==> config.mk <==
export PLATFORM = sky130hd
export DESIGN_NAME = storewait_predictor
export DESIGN_NICKNAME = d
export VERILOG_FILES = /design/src/rtl/storewait_pkg.sv /design/src/rtl/sw_clear_timer.sv /design/src/rtl/sw_bit_table.sv /design/src/rtl/storewait_predictor.sv
export SDC_FILE = /design/constraint.sdc
export NUM_CORES = 2
export LEC_CHECK = 0
export BUFFER_PORTS_ARGS = -buffer_cell sky130_fd_sc_hd__clkbuf_2
export CAP_MARGIN = 30
export CORE_MARGIN = 3
export CORE_UTILIZATION = 45
export CTS_CLUSTER_SIZE = 20
export DETAILED_ROUTE_END_ITERATION = 6
export PLACE_DENSITY = 0.71
export SLEW_MARGIN = 20
export SYNTH_ARGS = -nofsm -noshare
export SYNTH_HDL_FRONTEND = slang
export SYNTH_HIERARCHICAL = 1
export SYNTH_SLANG_ARGS = --single-unit
==> constraint.sdc <==
create_clock -name clk -period 4.9 [get_ports clk]
set_input_delay 0 -clock clk [delete_from_list [all_inputs] [get_ports clk]]
set_output_delay 0 -clock clk [all_outputs]
set_load 0.01 [all_outputs]
==> src/rtl/storewait_pkg.sv <==
package storewait_pkg;
  localparam int unsigned SW_PC_W  = 32;
  localparam int unsigned SW_ALIGN = 2;
  localparam int unsigned SW_IDX_W = 10;
  localparam int unsigned SW_CNT_W = 20;

  typedef struct packed {
    logic vld;
    logic ok;
  } sw_result_t;
endpackage

==> src/rtl/sw_clear_timer.sv <==
module sw_clear_timer #(
  parameter int unsigned CNT_W = 20
) (
  input  logic             clk,
  input  logic             rst,
  input  logic [CNT_W-1:0] interval,
  output logic             clr
);
  logic [CNT_W-1:0] cnt;
  logic             enabled;
  logic [CNT_W-1:0] last;

  assign enabled = (interval != '0);
  assign last    = interval - 1'b1;
  assign clr     = enabled && (cnt >= last);

  always_ff @(posedge clk) begin
    if (rst || !enabled || clr) cnt <= '0;
    else                        cnt <= cnt + 1'b1;
  end


  no_clear_when_off_chk: assert property (@(posedge clk) disable iff (rst)
    (interval == '0) |-> !clr);
endmodule

==> src/rtl/sw_bit_table.sv <==
module sw_bit_table #(
  parameter int unsigned IDX_W = 10
) (
  input  logic             clk,
  input  logic             rst,
  input  logic             clr,
  input  logic             set,
  input  logic [IDX_W-1:0] set_idx,
  input  logic [IDX_W-1:0] rd_idx,
  output logic             rd_bit
);
  localparam int unsigned DEPTH = 1 << IDX_W;

  logic [DEPTH-1:0] marks;
  logic             set_q;
  logic             clr_q;
  logic [IDX_W-1:0] set_idx_q;
  logic             started;

  always_ff @(posedge clk) begin
    if (rst || clr) marks <= '0;
    else if (set)   marks[set_idx] <= 1'b1;
  end

  // Read before write: the read returns the value held before this edge.
  always_ff @(posedge clk) begin
    if (rst) rd_bit <= 1'b0;
    else     rd_bit <= marks[rd_idx];
  end

  always_ff @(posedge clk) begin
    if (rst) begin
      set_q     <= 1'b0;
      clr_q     <= 1'b0;
      set_idx_q <= '0;
      started   <= 1'b0;
    end else begin
      set_q     <= set;
      clr_q     <= clr;
      set_idx_q <= set_idx;
      started   <= 1'b1;
    end
  end


  set_entry_chk: assert property (@(posedge clk) disable iff (rst)
    (started && set_q && !clr_q) |-> marks[set_idx_q]);


  clear_all_chk: assert property (@(posedge clk) disable iff (rst)
    (started && clr_q) |-> ($countones(marks) == 0));
endmodule

==> src/rtl/storewait_predictor.sv <==
module storewait_predictor
  import storewait_pkg::*;
#(
  parameter int unsigned PC_W  = SW_PC_W,
  parameter int unsigned ALIGN = SW_ALIGN,
  parameter int unsigned IDX_W = SW_IDX_W,
  parameter int unsigned CNT_W = SW_CNT_W
) (
  input  logic             clk,
  input  logic             rst,
  input  logic             q_valid,
  input  logic [PC_W-1:0]  q_pc,
  input  logic             q_older_done,
  input  logic             viol_valid,
  input  logic [PC_W-1:0]  viol_pc,
  input  logic [CNT_W-1:0] clr_interval,
  output logic             issue_vld,
  output logic             issue_ok
);
  localparam int unsigned IDX_LO = ALIGN;
  localparam int unsigned IDX_HI = ALIGN + IDX_W - 1;

  logic [IDX_W-1:0] q_idx;
  logic [IDX_W-1:0] v_idx;
  logic             clr;
  logic             mark;
  logic             done_q;
  sw_result_t       res;

  assign q_idx = q_pc[IDX_HI:IDX_LO];
  assign v_idx = viol_pc[IDX_HI:IDX_LO];

  logic unused_pc_bits;
  assign unused_pc_bits = ^{q_pc[PC_W-1:IDX_HI+1], q_pc[IDX_LO-1:0],
                            viol_pc[PC_W-1:IDX_HI+1], viol_pc[IDX_LO-1:0]};

  sw_clear_timer #(.CNT_W(CNT_W)) u_timer (
    .clk      (clk),
    .rst      (rst),
    .interval (clr_interval),
    .clr      (clr)
  );

  sw_bit_table #(.IDX_W(IDX_W)) u_table (
    .clk     (clk),
    .rst     (rst),
    .clr     (clr),
    .set     (viol_valid),
    .set_idx (v_idx),
    .rd_idx  (q_idx),
    .rd_bit  (mark)
  );

  always_ff @(posedge clk) begin
    if (rst) begin
      res.vld <= 1'b0;
      done_q  <= 1'b0;
    end else begin
      res.vld <= q_valid;
      done_q  <= q_older_done;
    end
  end

  assign res.ok    = res.vld && (!mark || done_q);
  assign issue_vld = res.vld;
  assign issue_ok  = res.ok;


  result_timing_chk: assert property (@(posedge clk) disable iff (rst)
    !q_valid |=> !issue_vld);


  older_done_chk: assert property (@(posedge clk) disable iff (rst)
    (q_valid && q_older_done) |=> issue_ok);


  ok_needs_vld_chk: assert property (@(posedge clk) disable iff (rst)
    issue_ok |-> issue_vld);
endmodule

## Word level (Yosys, flattened, before mapping)

Index checks and enable logic that the tools add are counted.

- Bitwise gates (word level): 1
- Add/subtract/negate cells: 2
- Mux-type cells: 4
- Reductions and logical operators: 10
- Order comparisons: 4

Operators by type and width:

| operator | number |
|---|---|
| $or A1024 B1024 Y1024 | 1 |
| $lt A10 B11 Y1 const B | 2 |
| $add A20 B1 Y20 const B | 1 |
| $ge A20 B20 Y1 | 1 |
| $reduce_bool A20 Y1 | 1 |
| $sub A20 B1 Y20 const B | 1 |
| $bmux W1 S10 | 1 |
| $demux W1 S10 | 1 |
| $ge A10 B1 Y1 const B | 1 |
| $logic_or A1 B1 Y1 | 4 |
| $logic_and A1 B1 Y1 | 3 |
| $logic_not A1 Y1 | 2 |
| $mux W1 | 2 |

- Register bits after elaboration: 1047
- Output and inout port bits: 2

## Longest topological paths before layout

- Depth in word-level cells: 5
- Depth in mapped cells: 18
- Mapped depth without buffers: 13

## Modules after synthesis

Netlist, hierarchy kept.

By module, submodules not included:

| module | area an instance (um^2) | cells each | times used |
|---|---|---|---|
| sw_bit_table | 40356.2 | 4418 | 1 |
| sw_clear_timer | 1645.3 | 201 | 1 |
| storewait_predictor | 63.8 | 6 | 1 |

## Least setup slack after synthesis

No wires, ideal clock.

- Path type: input port to flip-flop
- Start point: input clr_interval[5]
- End point: register u_table.marks[651]
- Buffers on the path: 4
- Setup time: 0.128 ns
- Setup slack: 0.714 ns
- Data arrival time: 4.058 ns
- Stages on the path: 15
- Required time: 4.772 ns
- Cells stage by stage: or4_1 -> or4_1 -> or4_1 -> xor2_1 -> ha_1 -> nand4_1 -> nor4_1 -> o2111ai_1 -> a31oi_1 -> or2_2 -> clkbuf_1 -> clkbuf_1 -> clkbuf_1 -> buf_1 -> nor2_1

- Longest elaborated chain between the ends: 4
- Elaborated cells between the ends (all ways): 5
- Classes of those cells: add/sub: 1; order compare: 1; reduce/logical: 3

RTL lines:

| element | RTL line | source |
|---|---|---|
| from (decl) | storewait_predictor.sv:16 | `input logic [CNT_W-1:0] clr_interval,` |
| $sub A20 B1 Y20 | sw_clear_timer.sv:14 | `assign last = interval - 1'b1;` |
| $ge A20 B20 Y1 | sw_clear_timer.sv:15 | `assign clr = enabled && (cnt >= last);` |
| $logic_and A1 B1 Y1 (*) | sw_clear_timer.sv:15 |  |
| net clr | storewait_predictor.sv:25 | `logic clr;` |
| $logic_or A1 B1 Y1 (*) | sw_bit_table.sv:21 | `if (rst \|\| clr) marks <= '0;` |
| to (signal assigned) | sw_bit_table.sv:21 |  |
| to (signal, indexed assignment) | sw_bit_table.sv:22 | `else if (set) marks[set_idx] <= 1'b1;` |
| to (decl) | sw_bit_table.sv:14 | `logic [DEPTH-1:0] marks;` |

The timed path passes the listed nets; every way through them passes the cells marked *.
A chain may end at the register's enable or synchronous reset.

## Final worst setup path

- Start point: input clr_interval[5]
- End point: register u_table.marks[752]

Same word-level chain as after synthesis.

==> flow_summary.json <==
{
  "status": "complete, no violations",
  "yosysMostFrequentCell": "nor2_1",
  "start_util": 0.456,
  "period_share": 0.810,
  "finalNetCount": 4625,
  "synth.mux.area_fraction": 0.131,
  "tns_ns": 0,
  "max_freq_mhz": 252,
  "drive_gt1_frac": 0.125,
  "clk_latency_ns": 0.66,
  "dpl.hpwl_um": 75400,
  "core_area_mm2": 0.0922,
  "wire_per_inst_um": 22.4,
  "grt_pass1_vias": 33200,
  "path_cells": "clkbuf_2 > or4_1 > or4_1 > or4_1 > xor2_1 > ha_1 > nand4_1 > nor4_1 > o2111ai_1 > a31oi_1 > or2_4 > buf_12 > buf_4 > nor2_1",
  "peakVddDrop_v": 0.000303,
  "synthTopCellsByCount": "nor2_1, a21oi_1, dfxtp_1, clkbuf_1, mux2i_1",
  "setup_viol": 0,
  "vias": 35400,
  "hold_viol": 0,
  "synthXorXnorAreaFrac": 0.00708,
  "drv_cap": 0,
  "critPathSlowestCell": "or4_1",
  "ys_seq_elements": 1047,
  "clock_sinks": 1047,
  "min_path_type": "input pin to flop",
  "netlist_instances": 4625,
  "drc": 0,
  "drt_iter0_markers": 3584,
  "synth_area_per_cell_um2": 9.10,
  "num_rows": 111,
  "cts_tree": "yes",
  "final_util": 0.514,
  "skew_ns": 0.0196,
  "syn-cell-area_mm2": 0.0421,
  "grt_max_degree": 88,
  "slowest_delay_ns": 0.63,
  "max_slew_margin": 0.328,
  "syn_nets": 4736,
  "synth_edf_count": 0,
  "yosysWarningCount": 6,
  "dieWidth_um": 312,
  "placed_cell_area_mm2": 0.0437,
  "drt.antenna.violating_nets": 0,
  "cts_buffer_depth": 3,
  "placedCellCount": 5638,
  "async_reset_ff_frac": 0,
  "power_uw": 17700,
  "ys_seq_area_frac": 0.498,
  "synth.distinct_cells": 65,
  "avgViaCountPerCell": 6.05,
  "critical_path_arrival_ns": 4.53,
  "yosysTopAreaCellShare": 0.498,
  "slew_violations": 0,
  "design_area_mm2": 0.0474,
  "timing.final.crit_period_ns": 3.97,
  "die_h_um": 312,
  "ctsResizeCount": 0,
  "grt_use_total": 0.260,
  "gp_congestion": 0.818,
  "antenna_found_initial": 3,
  "syn_to_final_growth_pct": 12.6,
  "tightest_slew_ns": 1.01,
  "die_area_mm2": 0.0972,
  "synth_fa_ha_area_frac": 0.00654,
  "critPathLaunchType": "input pin",
  "io_pins": 91,
  "instances_no_fill": 5843,
  "crit_fanout": 28,
  "power.density_mw_per_mm2": 374,
  "grt_pass1_wl_um": 198000,
  "synthFlopType": "dfxtp_1",
  "rsz0062_at_grt": "false",
  "postRouteWirelength_um": 131000,
  "netlist_top_cells_area": "dfxtp_1, a21oi_1, nor2_1",
  "crit_path_end_kind": "flop",
  "synth_compound_area_frac": 0.172,
  "port_buffers": 46,
  "synthSimpleGateAreaFrac": 0.134,
  "synth_top_family_by_area": "compound AO/OA/AOI/OAI gates",
  "cp.required_ns": 5.46,
  "clk_pin_slew_worst_paths_ns": 0.06,
  "synth_area_leader_cell": "dfxtp_1",
  "cts_root_buf": "clkbuf_16",
  "cp_common_cell": "or4_1",
  "cts_buffers": 102,
  "grt_overflow_total": 0,
  "cts.htree.levels": 3,
  "leakage_uw": 0.0175,
  "path_class": "input pin to flop",
  "drtPass1Iterations": 6
}
## per-stage QoR
| step | setup WS, ns | hold slack, ns |
|---|---|---|
| final | 0.930 | 0.0984 |
| after global routing | 0.780 | 0.0790 |
| after CTS | 1.03 | 0.0447 |
| after detailed placement | 0.354 | 0.218 |
| after global placement | 0.393 | 0.218 |
| after floorplan | 0.714 | 0.0662 |
## power by group
| group | switching, uW | leakage (uW) | internal, uW |
|---|---|---|---|
| registers | 6.72 | 0.00843 | 8520 |
| logic | 686 | 0.00742 | 299 |
| clock network | 3430 | 0.00170 | 4760 |
| total | 4120 | 0.0175 | 13600 |
## path summary, 6_finish.rpt
check / from / endpoint / slack [ns] / cells after the start
worst max register to register: u_table/marks[237] / u_table/rd_bit / 1.51 / 9
worst min-delay path: viol_pc[8] / u_table/marks[998] / 0.1 / 6
worst max-delay path: clr_interval[5] / u_table/marks[752] / 0.93 / 14
worst min register to register: u_table/marks[1000] / u_table/marks[1000] / 0.46 / 2
## flip-flops by register name, summed over array words and instances, names as in the netlist
| register | flops |
|---|---|
| u_table/marks | 1024 |
| u_table/rd_bit | 1 |
| done_q | 1 |
| issue_vld | 1 |
| u_timer/cnt | 20 |
## what timing repair did
action	in CTS	in global routing
hold endpoints to repair	53	0
buffers inserted	0	0
hold buffers	14	0
## placed cells by master, fill, tap and decap left out, types with 18 or more instances in the layout
master / Yosys / final
o22ai_1: 60 / 60
mux4_2: 115 / 115
and2_2: 0 / 30
xnor2_1: 26 / 26
o21ai_0: 42 / 42
nor2_1: 1134 / 1104
clkbuf_2: 0 / 43
buf_4: 3 / 114
buf_12: 4 / 41
a21oi_1: 1082 / 1082
nand3_1: 22 / 22
mux2i_1: 252 / 252
clkinv_2: 0 / 18
clkbuf_1: 326 / 20
dfxtp_1: 1047 / 1047
clkbuf_16: 0 / 103
o221ai_1: 104 / 104
nor4_1: 27 / 27
nor3_1: 52 / 50
nor2_2: 0 / 22
nand2_1: 35 / 35
ha_1: 22 / 22
## layer usage
| metal | GRT usage | up-vias | part of all wire |
|---|---|---|---|
| met4 | 0.101 | 4 | 0.042 |
| met5 | 0 | - | 0.00024 |
| met1 | 0.362 | 17200 | 0.41 |
| met2 | 0.398 | 1832 | 0.43 |
| li1 | - | 16000 | - |
| met3 | 0.0525 | 351 | 0.11 |
## cell families (layout without fill, tap and decap cells)
group	count (synthesis)	count (layout)
adder cells (fa/ha/maj)	22	22
multiplexers	382	382
buffers and inverters	446	420
AO/OA/AOI/OAI	1323	1323
XOR/XNOR	34	34
AND/OR/NAND/NOR	1371	1371
flip-flops	1047	1047
other	0	1
## worst max-delay path: cells and delay by family
kind                     cells  cell delay (ns)
buffers and inverters        3             0.65
AO/OA/AOI/OAI                2             0.56
XOR/XNOR                     1             0.16
AND/OR/NAND/NOR              7             2.79
adder cells (fa/ha/maj)      1             0.30
## final cells by class
class	instances	area [um2]
diodes	1	2.50
inverters	11	41.3
multi-input cells	3132	19100
clock buffers	139	2870
flip-flops and latches	1047	21000
well taps	1243	1560
fillers	8350	44800
repair buffers	220	2190
clock inverters	50	631
(Power assumes the default switching activity.)
